--- src/rtl/clksw_pkg.sv ---
package clksw_pkg;
  localparam int NUM_SRC = 4;

  typedef enum logic [1:0] {
    SRC_BASE = 2'd0,
    SRC_FAST = 2'd1,
    SRC_SLOW = 2'd2,
    SRC_EXT  = 2'd3
  } src_e;

  typedef enum logic [1:0] {
    ST_IDLE = 2'd0,
    ST_STAB = 2'd1,
    ST_WAIT = 2'd2,
    ST_GAP  = 2'd3
  } st_e;

  // strobes from sequencer to datapath
  typedef struct packed {
    logic forceBase;
    logic loadTgt;
    src_e tgtVal;
    logic commit;
    logic loadCnt;
    logic decCnt;
    logic gapNow;
  } strobe_t;
endpackage

--- src/rtl/clksw_dp.sv ---
module clksw_dp
  import clksw_pkg::*;
#(
  parameter int STAB_W       = 8,
  parameter int STAB_DEFAULT = 16
) (
  input  logic              clk,
  input  logic              rstN,
  input  strobe_t           stb,
  input  logic              fastRdy,
  input  logic              slowRdy,
  input  logic              extRdy,
  input  logic [STAB_W-1:0] stabCfg,
  output src_e              selSrc,
  output src_e              tgtSrc,
  output logic              cntOne,
  output logic              tgtRdy,
  output logic [NUM_SRC-1:0] clkSel
);
  localparam logic [STAB_W-1:0] DEF_CNT = STAB_W'(STAB_DEFAULT);

  logic [STAB_W-1:0] stabCnt;
  logic [STAB_W-1:0] stabLoad;

  assign stabLoad = (stabCfg == '0) ? DEF_CNT : stabCfg;
  assign cntOne   = (stabCnt == STAB_W'(1));

  always_ff @(posedge clk or negedge rstN) begin
    if (!rstN) begin
      selSrc  <= SRC_BASE;
      tgtSrc  <= SRC_BASE;
      stabCnt <= '0;
    end else begin
      if (stb.forceBase)   selSrc <= SRC_BASE;
      else if (stb.commit) selSrc <= tgtSrc;
      if (stb.loadTgt) tgtSrc <= stb.tgtVal;
      if (stb.loadCnt)     stabCnt <= stabLoad;
      else if (stb.decCnt) stabCnt <= stabCnt - STAB_W'(1);
    end
  end

  always_comb begin
    unique case (tgtSrc)
      SRC_BASE, SRC_FAST: tgtRdy = fastRdy;
      SRC_SLOW:           tgtRdy = slowRdy;
      default:            tgtRdy = extRdy;
    endcase
  end

  for (genvar i = 0; i < NUM_SRC; i++) begin : g_sel
    assign clkSel[i] = !stb.gapNow && (selSrc == src_e'(i));
  end

  // outside a release cycle exactly one enable is active
  p_sel_onehot_r10: assert property (@(posedge clk) disable iff (!rstN)
    !stb.gapNow |-> $countones(clkSel) == 1);

  // selection only moves through a commit or a forced fallback
  p_sel_moves_r3: assert property (@(posedge clk) disable iff (!rstN)
    (selSrc != $past(selSrc)) |-> ($past(stb.commit) || $past(stb.forceBase)));
endmodule

--- src/rtl/clksw_ctrl.sv ---
module clksw_ctrl
  import clksw_pkg::*;
(
  input  logic       clk,
  input  logic       rstN,
  input  logic       reqValid,
  input  logic [1:0] reqSrc,
  input  logic       slowEnOpt,
  input  logic       extFail,
  input  logic       failClr,
  input  logic       wakeUp,
  input  src_e       selSrc,
  input  src_e       tgtSrc,
  input  logic       cntOne,
  input  logic       tgtRdy,
  output strobe_t    stb,
  output logic       busy,
  output logic       failIrq
);
  st_e  state, stateNext;
  src_e reqCode, restoreSrc;
  logic failHit, reqOk;

  assign reqCode    = src_e'(reqSrc);
  assign restoreSrc = (state != ST_IDLE) ? tgtSrc : selSrc;
  assign failHit    = extFail && (selSrc == SRC_EXT ||
                                  (state != ST_IDLE && tgtSrc == SRC_EXT));
  assign reqOk      = reqValid
                   && !(reqCode == SRC_SLOW && !slowEnOpt)
                   && !(reqCode == SRC_EXT && (failIrq || extFail));

  always_comb begin
    stb        = '0;
    stb.tgtVal = SRC_BASE;
    stb.gapNow = (state == ST_GAP);
    stateNext  = state;
    if (failHit) begin
      stb.forceBase = 1'b1;
      stateNext     = ST_IDLE;
    end else if (wakeUp) begin
      stb.forceBase = 1'b1;
      if (restoreSrc == SRC_BASE || (restoreSrc == SRC_EXT && failIrq)) begin
        stateNext = ST_IDLE;
      end else begin
        stb.loadTgt = 1'b1;
        stb.tgtVal  = restoreSrc;
        stb.loadCnt = 1'b1;
        stateNext   = ST_STAB;
      end
    end else if (reqOk) begin
      if (reqCode == selSrc) begin
        stateNext = ST_IDLE;
      end else begin
        stb.loadTgt = 1'b1;
        stb.tgtVal  = reqCode;
        stateNext   = ST_WAIT;
      end
    end else begin
      unique case (state)
        ST_STAB: begin
          if (cntOne) stateNext = ST_WAIT;
          else        stb.decCnt = 1'b1;
        end
        ST_WAIT: if (tgtRdy) stateNext = ST_GAP;
        ST_GAP: begin
          stb.commit = 1'b1;
          stateNext  = ST_IDLE;
        end
        default: stateNext = ST_IDLE;
      endcase
    end
  end

  always_ff @(posedge clk or negedge rstN) begin
    if (!rstN) begin
      state   <= ST_IDLE;
      failIrq <= 1'b0;
    end else begin
      state <= stateNext;
      if (extFail)      failIrq <= 1'b1;
      else if (failClr) failIrq <= 1'b0;
    end
  end

  assign busy = (state != ST_IDLE);

  // the release cycle is only entered once the target was ready
  p_gap_needs_ready_r2: assert property (@(posedge clk) disable iff (!rstN)
    (state == ST_GAP) |-> ($past(tgtRdy) && $past(state) == ST_WAIT));

  // the release lasts a single cycle
  p_gap_one_cycle_r3: assert property (@(posedge clk) disable iff (!rstN)
    (state == ST_GAP) |=> (state != ST_GAP));

  // slow source refused without its option
  p_slow_block_r5: assert property (@(posedge clk) disable iff (!rstN)
    (state == ST_IDLE && reqValid && reqSrc == 2'd2 && !slowEnOpt && !wakeUp && !extFail)
      |=> (state == ST_IDLE));

  // external failure falls back to the base clock and flags
  p_fail_fallback_r6: assert property (@(posedge clk) disable iff (!rstN)
    (extFail && selSrc == SRC_EXT) |=> (selSrc == SRC_BASE && failIrq && !busy));

  // interrupt is sticky until cleared
  p_fail_sticky_r7: assert property (@(posedge clk) disable iff (!rstN)
    (failIrq && !failClr) |=> failIrq);

  // external requests refused while flagged
  p_ext_block_r7: assert property (@(posedge clk) disable iff (!rstN)
    (state == ST_IDLE && failIrq && reqValid && reqSrc == 2'd3 && !wakeUp && !extFail)
      |=> (state == ST_IDLE));

  // wakeup lands on the base clock at once
  p_wake_base_r8: assert property (@(posedge clk) disable iff (!rstN)
    wakeUp |=> (selSrc == SRC_BASE));
endmodule

--- src/rtl/clksw_top.sv ---
module clksw_top
  import clksw_pkg::*;
#(
  parameter int STAB_W       = 8,
  parameter int STAB_DEFAULT = 16
) (
  input  logic              clk,
  input  logic              rstN,
  input  logic              reqValid,
  input  logic [1:0]        reqSrc,
  input  logic              slowEnOpt,
  input  logic              fastRdy,
  input  logic              slowRdy,
  input  logic              extRdy,
  input  logic              extFail,
  input  logic              failClr,
  input  logic              wakeUp,
  input  logic [STAB_W-1:0] stabCfg,
  output logic [1:0]        selSrc,
  output logic [3:0]        clkSel,
  output logic              busy,
  output logic              failIrq
);
  strobe_t stb;
  src_e    selE, tgtE;
  logic    cntOne, tgtRdy;

  clksw_ctrl u_ctrl (
    .clk, .rstN, .reqValid, .reqSrc, .slowEnOpt, .extFail, .failClr, .wakeUp,
    .selSrc(selE), .tgtSrc(tgtE), .cntOne, .tgtRdy,
    .stb, .busy, .failIrq
  );

  clksw_dp #(.STAB_W(STAB_W), .STAB_DEFAULT(STAB_DEFAULT)) u_dp (
    .clk, .rstN, .stb, .fastRdy, .slowRdy, .extRdy, .stabCfg,
    .selSrc(selE), .tgtSrc(tgtE), .cntOne, .tgtRdy, .clkSel
  );

  assign selSrc = selE;
endmodule

--- config.mk ---
export PLATFORM = sky130hd
export DESIGN_NAME = clksw_top
export DESIGN_NICKNAME = d
export VERILOG_FILES = /design/src/rtl/clksw_pkg.sv /design/src/rtl/clksw_dp.sv /design/src/rtl/clksw_ctrl.sv /design/src/rtl/clksw_top.sv
export SDC_FILE = /design/constraint.sdc
export NUM_CORES = 1
export LEC_CHECK = 0
export ABC_CLOCK_PERIOD_IN_PS = 3500
export BUFFER_PORTS_ARGS = -buffer_cell sky130_fd_sc_hd__buf_2
export CORE_MARGIN = 1
export CORE_UTILIZATION = 56
export DETAILED_ROUTE_END_ITERATION = 7
export PLACE_DENSITY = 0.83
export RECOVER_POWER = 25
export SYNTH_ARGS = -nofsm -noshare
export SYNTH_HDL_FRONTEND = slang
export SYNTH_HIERARCHICAL = 1
export SYNTH_SLANG_ARGS = --single-unit
export TNS_END_PERCENT = 30
--- constraint.sdc ---
create_clock -name clk -period 3.5 [get_ports clk]
set_input_delay 0.175 -clock clk [delete_from_list [all_inputs] [get_ports clk]]
set_output_delay 0.175 -clock clk [all_outputs]
set_load 0.005 [all_outputs]
==> flow_summary.json <==
{
  "crit_start": "u_ctrl/state[0]",
  "dpl_cell_area_um2": 1290,
  "power.total_uw": 782,
  "min_path_type": "in2reg",
  "die_w_um": 46.7,
  "finalInstanceArea_um2": 1330,
  "outcome": "finished, final reports clean",
  "n_antenna_cell": 0,
  "dr.pass1.iters": 4,
  "synth_cell_types": 40,
  "nFillCells": 126,
  "grt_pass1_vias": 1061,
  "die-area_um2": 2180,
  "syn_to_final_growth_pct": 18.4,
  "cts_made_buffers": 3,
  "async_flop_share_pct": 100,
  "dp.cells": 176,
  "ant_nets": 0,
  "worstRegToRegCells": 8,
  "portBuffers": 27,
  "vdd_ir_drop_max_v": 0.000402,
  "utilization_pct": 73.6,
  "start_kind": "flop",
  "drtIter0Drc": 74,
  "rows": 15,
  "die_h_um": 46.7,
  "drive_gt1_share_pct": 25.0,
  "cts_tree": "done",
  "synth_top_flop_cell": "dfrtp_1",
  "root_buffer": "clkbuf_4",
  "clk_latency_ns": 0.29,
  "finalSetupViolCount": 0,
  "via_count": 1102,
  "slew_headroom_pct": 46.3,
  "cts_resized": 0,
  "hold_violations": 0,
  "track_usage_pct": 30.0,
  "synth_edf_count": 0,
  "drc": 0,
  "grt-ovfl-total": 0,
  "timing.rr.end": "u_dp/stabCnt[5]",
  "maxCapViolCount": 0,
  "path_max_fanout": 6,
  "post-route-min-period_ns": 2.66,
  "rsz0062_at_grt": "false",
  "syn_avg_cell_area_um2": 9.03,
  "criticalPathCategory": "reg2reg",
  "initial_core_util_pct": 62.2,
  "syn_inst": 124,
  "coreArea_um2": 1800,
  "tns_ns": 0,
  "grt_pass1_wl_mm": 4.55,
  "hold_depth": 2,
  "finalCritPeriodShare_pct": 75.9,
  "hold_end": "u_ctrl/failIrq",
  "wire_per_inst_um": 15.3,
  "synth-seq-area-share_pct": 33.5,
  "gp_congestion": 0.833,
  "grt_most_used_layer": "met2",
  "via_per_inst": 6.09,
  "hold_buffers": 1,
  "htreeDepth": 1,
  "wl_mm": 2.77,
  "layout.nets": 184,
  "final_cell_mix": "buf_2 (26), dfrtp_1 (15), inv_1 (13), nand2_1 (12), o21ai_0 (9)",
  "r2r-start": "u_ctrl/state[0]",
  "ff2ff_setup_slack_ns": 0.84,
  "grt_max_degree": 17,
  "max_freq_mhz": 376,
  "dp_slack_ns": 0.875,
  "antenna_found_initial": 0,
  "grt_use_met1_pct": 38.3,
  "min-delay-start": "failClr",
  "synth_top_area_share_pct": 33.5,
  "cts_sinks": 15,
  "p_per_area_nw_per_um2": 589,
  "grt_use_met2_pct": 50.0,
  "fin_worst_skew_ns": 0.00462,
  "setup_ws_ns": 0.842,
  "yosysWarnings": 6,
  "hold_ws_ns": 0.0665,
  "synth_seq_cells": 15,
  "fin_cells": 181,
  "crit_required_ns": 3.72,
  "hpwl_mm": 2.15,
  "grt_util_met3_pct": 7.06,
  "ios": 28,
  "synth_nets": 151,
  "cts_max_path_buffers": 2,
  "max_slew.worst_pin.slew_ns": 0.806,
  "synth_top_area_cell": "dfrtp_1",
  "syn_area_um2": 1120,
  "worstSetupEndpointType": "flop",
  "layout_commonest_cell": "buf_2",
  "cts.clk_slew.worst_paths_ns": 0.09,
  "post_cts_buffers": 0,
  "yosys-top-cells-area": "dfrtp_1 (34%), ha_1 (7.8%), mux2i_1 (4.5%)",
  "maxSlewViolCount": 0,
  "crit_arrival_ns": 2.88,
  "p_leak_nw": 0.616
}
## report_power, final
group / total, mW / internal (mW) / switching, mW / leakage, nW
registers: 0.311 / 0.235 / 0.0764 / 0.189
logic: 0.369 / 0.167 / 0.202 / 0.409
clock network: 0.102 / 0.0425 / 0.0591 / 0.0177
total: 0.782 / 0.444 / 0.338 / 0.616
## critical path, stage by stage (launching register included)
cell and delay (ns):
dfrtp_1 0.42, inv_1 0.13, ha_1 0.21, o311a_1 0.27
nand2b_1 0.12, nor2_1 0.31, or4b_4 0.55, or4_1 0.41
a31oi_1 0.17
## sequential cells by signal, summed over array words and instances, names as in the netlist
register	flops
u_dp/stabCnt	8
u_ctrl/state	2
u_dp/tgtSrc	2
u_ctrl/failIrq	1
u_dp/selSrc	2
## how the worst max path moves through the flow
stage | end | slack [ns] | cells past startpoint
after CTS | u_dp/stabCnt[5] | 0.85 | 8
after global routing | u_dp/stabCnt[5] | 0.71 | 8
after floorplan | u_dp/stabCnt[5] | 1.11 | 8
after global placement | u_dp/stabCnt[5] | 1.01 | 8
after detailed placement | u_dp/stabCnt[5] | 0.87 | 8
final | u_dp/stabCnt[5] | 0.84 | 8
## cell usage after synthesis, drive strengths merged, types with 2 or more instances
cell type  count
nor2b          2
xnor2          4
o21ai          9
mux2           3
nand2b         3
or4            3
ha             7
a211oi         2
nor3           3
a21oi          4
nor2           8
a31oi          2
dfrtp         15
xor2           2
inv           13
mux2i          5
nand3          3
nor3b          3
o31ai          2
nand2         12
## metal layers
metal / vias up / part of all wire [%]
met5: - / 0
met1: 516 / 42
met4: 0 / 0.90
met2: 68 / 49
li1: 512 / -
met3: 6 / 8.0
## layout make-up
type	count	area, µm²	share of cell area [%]
multi-input combinational	95	692	52.2
sequential	15	375	28.3
timing repair buffer	29	151	11.4
inverter	13	48.8	3.68
tap	25	31.3	2.36
clock buffer	3	22.5	1.70
clock inverter	1	5.00	0.377
## cell families (layout without fill, tap and decap cells)
| group | Yosys count | count (layout) | synth area share, % |
|---|---|---|---|
| AOI/OAI and AO/OA | 28 | 28 | 18.3 |
| muxes | 8 | 8 | 7.49 |
| buffers and inverters | 14 | 46 | 4.69 |
| adders and majority gates | 7 | 7 | 7.82 |
| DFF | 15 | 15 | 33.5 |
| xor gates and xnor gates | 6 | 6 | 4.69 |
| and+or+nand+nor | 46 | 46 | 23.5 |
Note: power is estimated with default switching activity, not from simulation.
